--- config.mk ---
export PLATFORM = sky130hd
export DESIGN_NAME = sbin_to_bcd
export DESIGN_NICKNAME = d
export VERILOG_FILES = /design/src/rtl/sbcd_pkg.sv /design/src/rtl/sbcd_abs.sv /design/src/rtl/sbcd_adj_cell.sv /design/src/rtl/sbcd_dabble_net.sv /design/src/rtl/sbin_to_bcd.sv
export SDC_FILE = /design/constraint.sdc
export NUM_CORES = 1
export LEC_CHECK = 0
export BUFFER_PORTS_ARGS = -buffer_cell sky130_fd_sc_hd__buf_2
export CAP_MARGIN = 20
export CORE_MARGIN = 2
export CORE_UTILIZATION = 50
export DETAILED_ROUTE_END_ITERATION = 10
export GPL_TIMING_DRIVEN = 1
export PLACE_DENSITY = 0.72
export SLEW_MARGIN = 0
export SYNTH_ARGS = -nofsm -noshare
export SYNTH_HDL_FRONTEND = slang
export SYNTH_SLANG_ARGS = --single-unit
--- constraint.sdc ---
create_clock -name vclk -period 8.3
set_clock_uncertainty 0.2 [all_clocks]
set_input_delay 0.415 -clock vclk [all_inputs]
set_output_delay 0.415 -clock vclk [all_outputs]
set_load 0.1 [all_outputs]
--- src/rtl/sbcd_pkg.sv ---
package sbcd_pkg;

    localparam int NIB_W = 4;

    typedef logic [NIB_W-1:0] bcd_nib_t;

    // Raise a nibble holding 5..9 by three; other values pass unchanged.
    function automatic bcd_nib_t adjust_nib(input bcd_nib_t n);
        if (n >= 4'd5 && n <= 4'd9)
            return n + 4'd3;
        return n;
    endfunction

endpackage

--- src/rtl/sbcd_abs.sv ---
module sbcd_abs #(
    parameter int W = 10
) (
    input  logic [W-1:0] val_i,
    output logic [W-1:0] mag_o
);
    localparam logic [W-1:0] ONE = {{(W-1){1'b0}}, 1'b1};

    logic is_neg;

    assign is_neg = val_i[W-1];
    assign mag_o  = is_neg ? (~val_i + ONE) : val_i;
endmodule

--- src/rtl/sbcd_adj_cell.sv ---
module sbcd_adj_cell
    import sbcd_pkg::*;
(
    input  bcd_nib_t nib_i,
    output bcd_nib_t nib_o
);
    assign nib_o = adjust_nib(nib_i);
endmodule

--- src/rtl/sbcd_dabble_net.sv ---
module sbcd_dabble_net
    import sbcd_pkg::*;
#(
    parameter int MAG_W  = 10,
    parameter int DIGITS = 3
) (
    input  logic [MAG_W-1:0]        mag_i,
    output logic [DIGITS*NIB_W-1:0] bcd_o
);
    localparam int BCD_W = DIGITS * NIB_W;
    localparam int SCR_W = BCD_W + MAG_W;

    // scr[s] is the scratch vector entering stage s
    logic [MAG_W:0][SCR_W-1:0] scr;

    assign scr[0] = {{BCD_W{1'b0}}, mag_i};

    generate
        for (genvar s = 0; s < MAG_W; s++) begin : g_stage
            logic [SCR_W-1:0] adj;

            assign adj[MAG_W-1:0] = scr[s][MAG_W-1:0];

            for (genvar d = 0; d < DIGITS; d++) begin : g_digit
                sbcd_adj_cell u_cell (
                    .nib_i (scr[s][MAG_W + NIB_W*d +: NIB_W]),
                    .nib_o (adj[MAG_W + NIB_W*d +: NIB_W])
                );
            end

            assign scr[s+1] = {adj[SCR_W-2:0], 1'b0};
        end
    endgenerate

    assign bcd_o = scr[MAG_W][SCR_W-1 -: BCD_W];
endmodule

--- src/rtl/sbin_to_bcd.sv ---
module sbin_to_bcd
    import sbcd_pkg::*;
#(
    parameter int DATA_W = 10,
    parameter int DIGITS = 3
) (
    input  logic [DATA_W-1:0]       value_in,
    output logic [DIGITS*NIB_W-1:0] bcd_out
);
    logic [DATA_W-1:0] magnitude;

    sbcd_abs #(.W(DATA_W)) u_abs (
        .val_i (value_in),
        .mag_o (magnitude)
    );

    sbcd_dabble_net #(.MAG_W(DATA_W), .DIGITS(DIGITS)) u_net (
        .mag_i (magnitude),
        .bcd_o (bcd_out)
    );
endmodule

Yosys cells after proc, flatten, opt, wreduce, memory -nomap -nowiden:

Index checks and enable logic that the tools add are counted.

* register bits: 0
* bits of input ports: 10
* logic and storage cells: 171

* reductions and logical operators: 24
* bitwise operators: 1
* $lt $le $gt $ge: 48
* muxes and demuxes: 73
* add/sub/neg operators: 25

Operator list (number)
* $mux W4: 34
* $ge A4 B3 Y1 const B: 21
* $le A4 B4 Y1 const B: 21
* $add A4 B2 Y4 const B: 15
* $mux W3: 14
* $logic_and A1 B1 Y1: 24
* $mux W1: 24
* $add A3 B2 Y3 const B: 6
* $le A1 B4 Y1 const B: 3
* $add A10 B1 Y10 const B: 1
* $mux W10: 1
* $not A10 Y10: 1
* $add A1 B2 Y3 const B: 3
* $ge A1 B3 Y1 const B: 3

Logic depth before layout (Yosys ltp):

* word-level depth: 39
* mapped depth: 45
* gate-level depth less buffers: 43

Cells and area by module:

Synthesis repeated with hierarchy kept, for this count alone.

* cell total of the unflattened synthesis: 478
* area, all modules: 3467.1 sq um

Modules (own cells, without submodules)
* sbcd_adj_cell: times used 30, area an instance 108.9 sq um, cells an instance 15, seq. area each 0.0 sq um
* sbcd_abs: times used 1, area an instance 190.2 sq um, cells an instance 26, seq. area each 0.0 sq um
* sbcd_dabble_net: times used 1, area an instance 11.3 sq um, cells an instance 2, seq. area each 0.0 sq um

Least setup slack after synthesis:

OpenSTA, ideal clock, no wires.

* kind: input port to output port
* start: input value_in[0]
* end: output bcd_out[2]
* required time: 7.685 ns
* path slack: -2.473 ns
* arrival: 10.158 ns
* stages on the path: 42
* path through: inv_1 > ha_1 > or4b_4 > a2bb2oi_2 > and2_4 > buf_6 > nand2_1 > ha_1 > inv_1 > xnor2_1 > ha_1 > nand2b_1 > nand2_1 > or2_2 > nor4_1 > nand4bb_2 > buf_6 > ha_1 > (+6 left out) > nor2_1 > and3_1 > nand3_1 > o41ai_1 > o31a_1 > a211oi_1 > o32ai_2 > xnor2_1 > inv_1 > ha_1 > nor4b_1 > o31ai_1 > o2111a_2 > inv_2 > ha_1 > nor2b_1 > a211oi_1 > a211oi_1

* cells in the longest elaborated chain, start to end: 39
* elaborated cells between the ends (all ways): 66
* classes of those cells: add/sub: 10; order compare: 18; mux: 28; bitwise: 1; reduce/logical: 9

RTL lines
* from (decl): line sbin_to_bcd.sv:7 `input logic [DATA_W-1:0] value_in,`
* $not A10 Y10 (*): line sbcd_abs.sv:12 `assign mag_o = is_neg ? (~val_i + ONE) : val_i;`
* $add A10 B1 Y10 (*): line sbcd_abs.sv:12
* $mux W10 (*): line sbcd_abs.sv:12
* $le A1 B4 Y1 or $ge A1 B3 Y1 (tied branches): line sbcd_pkg.sv:9 `if (n >= 4'd5 && n <= 4'd9)`
* $logic_and A1 B1 Y1: line sbcd_pkg.sv:9
* $mux W1: line sbcd_pkg.sv:9
* $mux W4: line sbcd_pkg.sv:11 `return n;`
* $ge A4 B3 Y1 or $le A4 B4 Y1 (tied branches): line sbcd_pkg.sv:9
* (+23 left out)
* $ge A4 B3 Y1 or $le A4 B4 Y1 (tied branches): line sbcd_pkg.sv:9
* $logic_and A1 B1 Y1: line sbcd_pkg.sv:9
* $mux W1: line sbcd_pkg.sv:9
* $mux W4: line sbcd_pkg.sv:11
* $ge A4 B3 Y1 or $le A4 B4 Y1 (tied branches): line sbcd_pkg.sv:9
* $logic_and A1 B1 Y1: line sbcd_pkg.sv:9
* $mux W1: line sbcd_pkg.sv:9
* $mux W4 (*): line sbcd_pkg.sv:11
* to (decl): line sbin_to_bcd.sv:8 `output logic [DIGITS*NIB_W-1:0] bcd_out`

Mark *: on every way between the ends. The rest lies on a longest branch, timed or not. The select of a mux whose other input is x is not followed.

Worst setup path in the final report:

Same ends and word-level chain as after synthesis.

==> results.toml <==
[run_status]
status = "complete, no violations"

[die]
die_width_um = 71.7
core_area_um2 = 4380
die_area_um2 = 5140
die_y_um = 71.7
io_pins = 22
placementRows = 24
floorplan.initialDensity_pct = 52.3

[timing]
worst_slack_ps = 178
final-hold-violation-count = 0
slew_violations = 0
worstMarginPinSlew_ps = 824
min_period_over_period_pct = 97.9
fmax_mhz = 123
fin_crit_ps = 8120
finalSetupViolCount = 0
maxSlewHeadroom_pct = 43.5

[hold_path]
hold_class = "in2out"
min_path_cells = 2

[worst_setup_path]
cp.arrival_ps = 7510
cp.required_ps = 7690
startpoint_type = "primary input"
critPathMaxFanout = 7
crit_type = "in2out"
max_stage_delay_ps = 570
slowest_stage = "or4_4"
endpoint_kind = "primary output"

[global_route]
antenna_found_initial = 0
grt_util_all_layers_pct = 21.8
grt_pass1_vias = 2302
grt_remaining_overflow = 0
grt_pass1_wl_mm = 9.77
grt_start_max_net_pins = 14

[yosys]
ys_seq_area_share_pct = 0
synth_warnings = 0
syn_area_um2 = 2290
ys_types = 84
syn_nets = 343
synthCells = 313
syn_area_per_cell_um2 = 7.33

[detailed_routing]
routed-via-count = 2682
vias_per_cell = 6.19
drtIter0Drc = 171
wl_mm = 6.65
wl_per_cell_um = 15.4
ant_nets = 0
first_pass_iters = 4
drc = 0

[clocking]
hold_buffers = 0

[final_layout]
layout-drive-gt1-share_pct = 47.8
insertedDiodeCount = 0
n_fill_cell = 272
regArea_um2 = 0
seq_cell_count = 0
nets = 413
nClkBuffers = 0
syn_to_final_growth_pct = 52.0

[flow_run]
max_cap_viol_count = 0

[place]
gp_congestion = 0.910
dp_hpwl_mm = 4.62
io_buffers = 22
place_ws_ps = -215
==> worst max-delay path, delay by kind of cell <==
family                     cells  cell delay [ps]
muxes                          1              300
AOI/OAI and AO/OA              9             1860
buffers and inverters         10             1240
and+or+nand+nor               12             2820
adders and majority gates      4              740
xor gates and xnor gates       1              130
==> Yosys cell counts (4+ instances only) <==
| master | instances | share of area [%] |
|---|---|---|
| inv_1 | 31 | 5.1 |
| nor2_1 | 28 | 4.6 |
| nand2_1 | 23 | 3.8 |
| ha_1 | 20 | 11 |
| xnor2_1 | 20 | 7.6 |
| a21oi_1 | 18 | 3.9 |
| o21ai_0 | 11 | 2.4 |
| o21ai_1 | 8 | 1.7 |
| o211ai_1 | 7 | 2.3 |
| or3_1 | 6 | 1.6 |
| mux2i_1 | 5 | 2.2 |
| a211oi_1 | 4 | 1.3 |
| a311oi_1 | 4 | 1.5 |
| and2_1 | 4 | 1.1 |
| nand2b_1 | 4 | 1.1 |
| nand4_1 | 4 | 1.1 |
| nor3_1 | 4 | 0.87 |
| nor4_1 | 4 | 1.1 |
| xor2_1 | 4 | 1.5 |
==> what timing repair did <==
action | in CTS | in global routing
pin swaps | 5 | 27
gates resized for setup | 1 | 49
endpoints found under the hold margin | 0 | 0
endpoints found under the setup margin | 2 | 10
gates cloned | 0 | 0
buffers inserted | 4 | 20
==> through the flow <==
step | setup TNS (ps) | utilization (%) | instance area [um2] | instances | hold slack, ps
3_5_place_dp | -215 | 70.8 | 3110 | 410 | 1060
6_report | 0 | 79.5 | 3490 | 433 | 1070
3_3_place_gp | -60.8 | 70.8 | 3110 | 410 | 1050
5_1_grt | -338 | 79.5 | 3490 | 433 | 1080
4_1_cts | 0 | 71.6 | 3140 | 414 | 1060
2_1_floorplan | -591 | - | 2610 | 313 | 842
==> final cells by class <==
type               count  area (um2)  area share, %
multi-input cells    268        2580           73.9
well taps             52        65.1           1.87
inverters             34         138           3.95
repair buffers        79         707           20.3
==> cell usage in the layout (no fill, tap or decap), drive strengths merged, types with 5 or more instances in the layout <==
cell type  instances
a21oi             19
inv               33
or3                6
and2               5
nor4               5
a211oi             5
or2                5
xnor2             20
buf               79
nor2              29
ha                20
nor3               6
mux2i              5
nand2             24
o211ai             7
o21ai             19
==> layer usage <==
metal  vias up  wire, um  share of wire [%]  global-route usage (%)
met3         6       236                3.5                    1.27
met5         -         0                  0                       0
met2        68      3400                 51                    40.3
met4         0        51               0.77                    1.05
met1      1286      2960                 44                    29.1
li1       1322         -                  -                       -
==> kinds of logic (layout without fill, tap and decap cells) <==
| kind of cell | Yosys count | after routing | share of synthesized area (%) |
|---|---|---|---|
| AO/OA/AOI/OAI | 106 | 106 | 39.5 |
| buffers and inverters | 45 | 113 | 8.78 |
| multiplexers | 8 | 8 | 3.82 |
| adder cells (fa/ha/maj) | 21 | 21 | 11.3 |
| AND/OR/NAND/NOR | 109 | 109 | 27.4 |
| XOR/XNOR | 24 | 24 | 9.17 |
==> worst paths after layout <==
path   startpoint         end  slack (ps)
max   value_in[0]  bcd_out[2]         180
min   value_in[0]  bcd_out[0]        1070
Power is left out: the tool's default activity adds up to more than one toggle a clock period on the data nets, which glitch-free logic cannot reach.
